[src/rtl/aud_tx_pkg.sv]
package aud_tx_pkg;

    typedef enum logic [1:0] {
        FMT_I2S   = 2'd0,
        FMT_LEFT  = 2'd1,
        FMT_RIGHT = 2'd2,
        FMT_ALT   = 2'd3
    } frame_fmt_e;

    typedef enum logic [1:0] {
        PK_STEREO = 2'd0,
        PK_MONO   = 2'd1,
        PK_HALF   = 2'd2,
        PK_BYTE   = 2'd3
    } pack_mode_e;

endpackage

[src/rtl/aud_tx_fifo.sv]
module aud_tx_fifo #(
    parameter  int DEPTH = 8,
    parameter  int DW    = 32,
    localparam int PW    = (DEPTH > 1) ? $clog2(DEPTH) : 1,
    localparam int CW    = $clog2(DEPTH + 1)
) (
    input  logic          clk,
    input  logic          rst_n,
    input  logic          push,
    input  logic [DW-1:0] push_data,
    input  logic          pop,
    output logic [DW-1:0] head,
    output logic [CW-1:0] level,
    output logic          full,
    output logic          empty
);

    typedef struct packed {
        logic [PW-1:0] wp;
        logic [PW-1:0] rp;
        logic [CW-1:0] cnt;
    } fifo_state_t;

    localparam logic [PW-1:0] LASTP = PW'(DEPTH - 1);
    localparam logic [CW-1:0] FULLC = CW'(DEPTH);

    fifo_state_t s_q, s_d;
    logic [DW-1:0] mem_q [DEPTH];
    logic do_push, do_pop;

    assign full  = (s_q.cnt == FULLC);
    assign empty = (s_q.cnt == '0);
    assign level = s_q.cnt;
    assign head  = mem_q[s_q.rp];

    always_comb begin
        s_d     = s_q;
        do_push = push && !full;
        do_pop  = pop && !empty;
        if (do_push) begin
            s_d.wp = (s_q.wp == LASTP) ? '0 : s_q.wp + 1'b1;
        end
        if (do_pop) begin
            s_d.rp = (s_q.rp == LASTP) ? '0 : s_q.rp + 1'b1;
        end
        case ({do_push, do_pop})
            2'b10:   s_d.cnt = s_q.cnt + 1'b1;
            2'b01:   s_d.cnt = s_q.cnt - 1'b1;
            default: s_d.cnt = s_q.cnt;
        endcase
    end

    always_ff @(posedge clk) begin
        if (!rst_n) begin
            s_q <= '0;
        end else begin
            s_q <= s_d;
        end
    end

    for (genvar gi = 0; gi < DEPTH; gi++) begin : g_entry
        always_ff @(posedge clk) begin
            if (do_push && (s_q.wp == PW'(gi))) begin
                mem_q[gi] <= push_data;
            end
        end
    end

endmodule

[src/rtl/aud_tx_unpack.sv]
module aud_tx_unpack
    import aud_tx_pkg::*;
#(
    parameter  int DW   = 32,
    localparam int IW   = $clog2(DW),
    localparam int HALF = DW / 2,
    localparam int QTR  = DW / 4
) (
    input  logic [DW-1:0] entry,
    input  logic [1:0]    pack,
    input  logic [IW-1:0] wlen,
    output logic [DW-1:0] smp_left,
    output logic [DW-1:0] smp_right,
    output logic [IW-1:0] smp_wm1
);

    logic [DW-1:0] keep;

    always_comb begin
        for (int i = 0; i < DW; i++) begin
            keep[i] = (i <= int'(wlen));
        end
        smp_left  = '0;
        smp_right = '0;
        smp_wm1   = wlen;
        case (pack_mode_e'(pack))
            PK_STEREO: begin
                smp_left = entry & keep;
            end
            PK_MONO: begin
                smp_left  = entry & keep;
                smp_right = entry & keep;
            end
            PK_HALF: begin
                smp_left  = {{(DW-HALF){1'b0}}, entry[HALF-1:0]};
                smp_right = {{(DW-HALF){1'b0}}, entry[DW-1:HALF]};
                smp_wm1   = IW'(HALF - 1);
            end
            default: begin
                smp_left  = {{(DW-QTR){1'b0}}, entry[QTR-1:0]};
                smp_right = {{(DW-QTR){1'b0}}, entry[2*QTR-1:QTR]};
                smp_wm1   = IW'(QTR - 1);
            end
        endcase
    end

endmodule

[src/rtl/aud_tx_bitsel.sv]
module aud_tx_bitsel #(
    parameter  int DW = 32,
    localparam int IW = $clog2(DW)
) (
    input  logic [DW-1:0] sample,
    input  logic [IW-1:0] wm1,
    input  logic [IW-1:0] slot_bit,
    input  logic          right_just,
    output logic          bit_o
);

    localparam logic [IW-1:0] LASTB = IW'(DW - 1);

    always_comb begin
        bit_o = 1'b0;
        if (right_just) begin
            if (slot_bit >= (LASTB - wm1)) begin
                bit_o = sample[LASTB - slot_bit];
            end
        end else if (slot_bit <= wm1) begin
            bit_o = sample[wm1 - slot_bit];
        end
    end

endmodule

[src/rtl/aud_tx.sv]
module aud_tx
    import aud_tx_pkg::*;
#(
    parameter  int DEPTH = 8,
    parameter  int DW    = 32,
    localparam int IW    = $clog2(DW),
    localparam int CW    = $clog2(DEPTH + 1)
) (
    input  logic          clk,
    input  logic          rst_n,
    input  logic          bclk_tick,
    input  logic [1:0]    cfg_fmt,
    input  logic [1:0]    cfg_pack,
    input  logic [IW-1:0] cfg_wlen,
    input  logic          wr_en,
    input  logic [DW-1:0] wr_data,
    output logic          fifo_full,
    output logic [CW-1:0] fifo_level,
    output logic          bclk,
    output logic          ws,
    output logic          sd,
    output logic          underrun
);

    typedef struct packed {
        logic          bclk;
        logic [IW:0]   pos;
        logic          ws;
        logic          sd;
        logic [DW-1:0] lft;
        logic [DW-1:0] rgt;
        logic [IW-1:0] wm1;
        logic          rgt_pend;
        logic          urun;
    } tx_state_t;

    localparam logic [IW:0] MID = (IW+1)'(DW);

    tx_state_t s_q, s_d;

    logic          pop, fifo_empty;
    logic [DW-1:0] head;
    logic [DW-1:0] u_left, u_right;
    logic [IW-1:0] u_wm1;
    logic          fall;
    logic [IW:0]   pos_d, lead_d;
    logic [DW-1:0] lft_d, rgt_d;
    logic [IW-1:0] wm1_d;
    logic          pend_d, urun_d;
    logic          out_bit;
    frame_fmt_e    fmt;

    assign fmt = frame_fmt_e'(cfg_fmt);

    aud_tx_fifo #(.DEPTH(DEPTH), .DW(DW)) i_fifo (
        .clk       (clk),
        .rst_n     (rst_n),
        .push      (wr_en),
        .push_data (wr_data),
        .pop       (pop),
        .head      (head),
        .level     (fifo_level),
        .full      (fifo_full),
        .empty     (fifo_empty)
    );

    aud_tx_unpack #(.DW(DW)) i_unpack (
        .entry     (head),
        .pack      (cfg_pack),
        .wlen      (cfg_wlen),
        .smp_left  (u_left),
        .smp_right (u_right),
        .smp_wm1   (u_wm1)
    );

    // Slot position and sample registers for the bit about to be driven.
    always_comb begin
        fall   = bclk_tick && s_q.bclk;
        pos_d  = s_q.pos;
        lft_d  = s_q.lft;
        rgt_d  = s_q.rgt;
        wm1_d  = s_q.wm1;
        pend_d = s_q.rgt_pend;
        urun_d = s_q.urun;
        pop    = 1'b0;
        if (fall) begin
            pos_d = s_q.pos + 1'b1;
            if (pos_d == '0) begin
                if (fifo_empty) begin
                    lft_d  = '0;
                    rgt_d  = '0;
                    pend_d = 1'b0;
                    urun_d = 1'b1;
                end else begin
                    pop    = 1'b1;
                    lft_d  = u_left;
                    rgt_d  = u_right;
                    wm1_d  = u_wm1;
                    pend_d = (pack_mode_e'(cfg_pack) == PK_STEREO);
                end
            end else if ((pos_d == MID) && s_q.rgt_pend) begin
                pend_d = 1'b0;
                if (fifo_empty) begin
                    rgt_d  = '0;
                    urun_d = 1'b1;
                end else begin
                    pop   = 1'b1;
                    rgt_d = u_left;
                end
            end
        end
        lead_d = pos_d + 1'b1;
    end

    aud_tx_bitsel #(.DW(DW)) i_bitsel (
        .sample     (pos_d[IW] ? rgt_d : lft_d),
        .wm1        (wm1_d),
        .slot_bit   (pos_d[IW-1:0]),
        .right_just (fmt == FMT_RIGHT),
        .bit_o      (out_bit)
    );

    always_comb begin
        s_d = s_q;
        if (bclk_tick) begin
            s_d.bclk = !s_q.bclk;
        end
        if (fall) begin
            s_d.pos      = pos_d;
            s_d.lft      = lft_d;
            s_d.rgt      = rgt_d;
            s_d.wm1      = wm1_d;
            s_d.rgt_pend = pend_d;
            s_d.sd       = out_bit;
            s_d.ws       = (fmt == FMT_I2S) ? lead_d[IW] : pos_d[IW];
        end
        s_d.urun = urun_d;
    end

    always_ff @(posedge clk) begin
        if (!rst_n) begin
            s_q     <= '0;
            s_q.pos <= '1;
        end else begin
            s_q <= s_d;
        end
    end

    assign bclk     = s_q.bclk;
    assign ws       = s_q.ws;
    assign sd       = s_q.sd;
    assign underrun = s_q.urun;

endmodule

[config.mk]
export PLATFORM = sky130hd
export DESIGN_NAME = aud_tx
export DESIGN_NICKNAME = d
export VERILOG_FILES = /design/src/rtl/aud_tx_pkg.sv /design/src/rtl/aud_tx_fifo.sv /design/src/rtl/aud_tx_unpack.sv /design/src/rtl/aud_tx_bitsel.sv /design/src/rtl/aud_tx.sv
export SDC_FILE = /design/constraint.sdc
export NUM_CORES = 1
export LEC_CHECK = 0
export CORE_ASPECT_RATIO = 0.9
export CORE_UTILIZATION = 45
export DETAILED_ROUTE_END_ITERATION = 12
export GPL_TIMING_DRIVEN = 0
export SLEW_MARGIN = 40
export SYNTH_ARGS = -nofsm -noshare
export SYNTH_HDL_FRONTEND = slang
export SYNTH_SLANG_ARGS = --single-unit
[constraint.sdc]
create_clock -name clk -period 9.83 [get_ports clk]
set_input_delay 1.966 -clock clk [delete_from_list [all_inputs] [get_ports clk]]
set_output_delay 1.966 -clock clk [all_outputs]
set_load 0.01 [all_outputs]
==> impl_metrics.tcl, run 1 <==
set metrics [dict create \
    status "finished clean" \
    worstPathMaxFanout 10 \
    dr.pass1.iters 6 \
    synth_top_family_by_area "compound AO/OA/AOI/OAI gates" \
    rr_worst_depth 14 \
    slew_viol_final 0 \
    avgSynthCellArea_sq_um 12.5 \
    htreeDepth 2 \
    tightest_slew_ns 0.961 \
    grt_pass1_vias 11500 \
    critPathKind "input pin to register" \
    hold_viol_final 0 \
    ios 54 \
    cp_slowest_cell "fa_1" \
    synth_seq_cells 349 \
    r2r_start "i_fifo.level[0]$_SDFFE_PN0P_" \
    post-cts-setup-buffers 0 \
    arrival_ns 7.30 \
    synth_enable_flop_cells 256 \
    synth.area.top_cells "edfxtp_1 (46%), dfxtp_1 (11%), mux4_2 (5.2%), mux2i_1 (4.5%), nand2_1 (2.5%)" \
    p_leak_nw 6.25 \
    die_width_um 204 \
    numCtsBuffers 38 \
    final_cell_area_sq_mm 0.0191 \
    cts_resized 0 \
    cts-hold-fix-buffers 0 \
    power_density_mw_per_mm2 184 \
    min_to "s_q[36]$_SDFFE_PN0P_" \
    antenna_found_initial 0 \
    ys_warn_count 0 \
    path_clk_slew_ns 0.06 \
    grt_overflow 0 \
    grt_usage 0.273 \
    fin_crit_sh 0.694 \
    start_util 0.458 \
    power_mw 3.53 \
    timing.max_cap.violations 0 \
    crit_path_frequent_cell "nand2_1" \
    yosysUniqueCellTypes 92 \
    finalClockSkew_ns 0.0130 \
    max-vdd-ir-drop_v 0.000139 \
    syn_area_sq_mm 0.0166 \
    clock.fmax_ghz 0.147 \
    slew_headroom 0.357 \
    clockBufferDepth 3 \
    synthFlopType "edfxtp_1" \
    rows 66 \
    synth_compound_area_frac 0.140 \
    holdCritStartpoint "s_q[36]$_SDFFE_PN0P_" \
    crit_chain "clkdlybuf4s50_1 -> nand2_1 -> buf_2 -> nor2_1 -> nand2_1 -> or3_1 -> o21ai_0 -> ha_1 -> inv_1 -> fa_1 -> clkbuf_1 -> nand2_1 -> o31ai_1 -> a211oi_1 -> o31ai_1 -> nand3_1 -> nand4_1" \
    synth_xor_area_frac 0.00633 \
    yosys.cell_count.top_type "edfxtp_1" \
    netlist_instances 1328 \
    rsz0062_at_grt "false" \
    cts_tree "done" \
    clock_latency_ns 0.54 \
    cts.sinks 349 \
    yosys.area_share.adder 0.0197 \
    reg2reg_to "sd$_SDFFE_PN0P_" \
    final.setup.tns_ns 0 \
    cp-end-kind "register" \
    synth-simple-area-share 0.115 \
    ant_nets 0 \
    synth_mux_area_frac 0.106 \
    cts-root-buf "clkbuf_16" \
    die_h_um 184 \
    holdPathStages 2 \
    min_path_type "register to register" \
    nets 1495 \
    drc 0 \
    grt_start_max_net_pins 31 \
    coreArea_sq_mm 0.0363 \
    synth_fp_nets 1398 \
    async_flop_share 0 \
    io_buffers 49 \
    netlist_top_cells_count "edfxtp_1 (256), nand2_1 (109), dfxtp_1 (93), mux2i_1 (75), nor2_1 (56)" \
    rrSetupSlack_ns 4.11 \
    vias 12000 \
    placed_area_sq_mm 0.0179 \
    yosys.area.top_type "edfxtp_1" \
    hpwl_mm 36.1 \
    synth_top_area_share 0.463 \
    grt_pass1_wl_mm 74.6 \
    ys_seq_area_frac 0.575 \
    diodes 0 \
    wire_per_inst_um 26.2 \
    start_kind "input pin" \
    cp.required_ns 10.31 \
    final.min_clock_period_ns 6.82 \
    drive_above_1_share 0.138 \
    wirelength_mm 50.6 \
    cpPeakStageDelay_ns 0.64 \
    first_iter_violations 1419 \
    place.gp.congestion 0.986 \
    area_delta_synth_final_pct 15.3 \
    setup_viol 0 \
    dieArea_sq_mm 0.0377 \
    viasPerCell 6.20 \
]
==> state kept, by name, summed over array words and instances, names as in the netlist, named ones only <==
| signal | count |
|---|---|
| ws | 1 |
| s_q | 76 |
| sd | 1 |
| i_fifo.s_q | 6 |
| i_fifo.mem_q | 256 |
| underrun | 1 |
| i_fifo.level | 4 |
| bclk | 1 |
==> cell usage in the layout (no fill, tap or decap), drive strengths merged, types with 24 or more instances in the layout <==
cell type,n
nor2b,31
dfxtp,93
o21ai,59
and2,34
nand2,111
inv,26
buf,55
clkbuf,99
clkdlybuf4s50,49
edfxtp,256
mux2i,75
nor3,33
a21boi,26
nor2,59
a21oi,54
a211oi,24
mux4,38
==> layout make-up <==
cell class                      instances  area, sq um
Fill cell                            3129        17100
Sequential cell                       349         9550
Multi-Input combinational cell        861         6470
Clock buffer                           54         1070
Timing Repair Buffer                   57          651
Tap cell                              476          596
Buffer                                 92          536
Clock inverter                         16          173
Inverter                               26         97.6
==> worst max-delay path: cells and delay by family <==
| family | cells | cell delay, ns |
|---|---|---|
| compound gates | 4 | 1.16 |
| simple gates | 7 | 1.89 |
| buf+inv | 4 | 1.31 |
| fa+ha+maj | 2 | 0.95 |
==> worst max path at each step <==
stage / depth (start not counted) / to / slack, ns / startpoint
after CTS: 17 / sd$_SDFFE_PN0P_ / 3.19 / bclk_tick
after global routing: 17 / sd$_SDFFE_PN0P_ / 2.86 / bclk_tick
after floorplan: 16 / sd$_SDFFE_PN0P_ / 4.69 / bclk_tick
after detailed placement: 17 / sd$_SDFFE_PN0P_ / 2.64 / bclk_tick
after global placement: 17 / sd$_SDFFE_PN0P_ / 2.56 / bclk_tick
final: 17 / sd$_SDFFE_PN0P_ / 3.01 / bclk_tick
==> power breakdown <==
group          switching [mW]  internal (mW)
clock network           0.592          0.823
logic                   0.341          0.147
registers              0.0117           1.61
total                   0.945           2.58
==> kinds of logic after synthesis <==
| group | count (synthesis) |
|---|---|
| and+or+nand+nor | 372 |
| DFF | 349 |
| AOI/OAI and AO/OA | 326 |
| muxes | 126 |
| buffers and inverters | 118 |
| adders and majority gates | 25 |
| xor gates and xnor gates | 12 |
==> per-stage QoR <==
stage / utilization / cells / hold slack, ns / worst slack [ns]
after floorplan: - / 1328 / 0.441 / 4.69
after global placement: 0.488 / 1853 / 0.451 / 2.56
after detailed placement: 0.494 / 1861 / 0.462 / 2.64
after CTS: 0.528 / 1931 / 0.471 / 3.19
after global routing: 0.528 / 1931 / 0.492 / 2.86
final: 0.528 / 1931 / 0.468 / 3.01
==> layer usage <==
layer,track usage,share of wire,up-vias
met1,0.409,0.46,5997
met5,0,0,-
li1,-,-,5304
met3,0.0499,0.090,110
met4,0.0791,0.028,0
met2,0.402,0.42,563
(Power assumes the default switching activity.)
==> inputs of run 2 (changes only) <==
Clock period 9.83 ns to 6.3 ns, I/O delays scaled along.
==> results of run 2 <==
Same layout as run 1 (identical final DEF). Status: finished clean.
Among the figures that moved: setup slack after placement 2.64 ns -> -0.188 ns; setup slack after layout 3.01 ns -> 0.186 ns; register-to-register setup slack 4.11 ns -> 0.58 ns; total power 3.53 mW -> 5.51 mW; worst IR drop on VDD 0.000139 V -> 0.000217 V
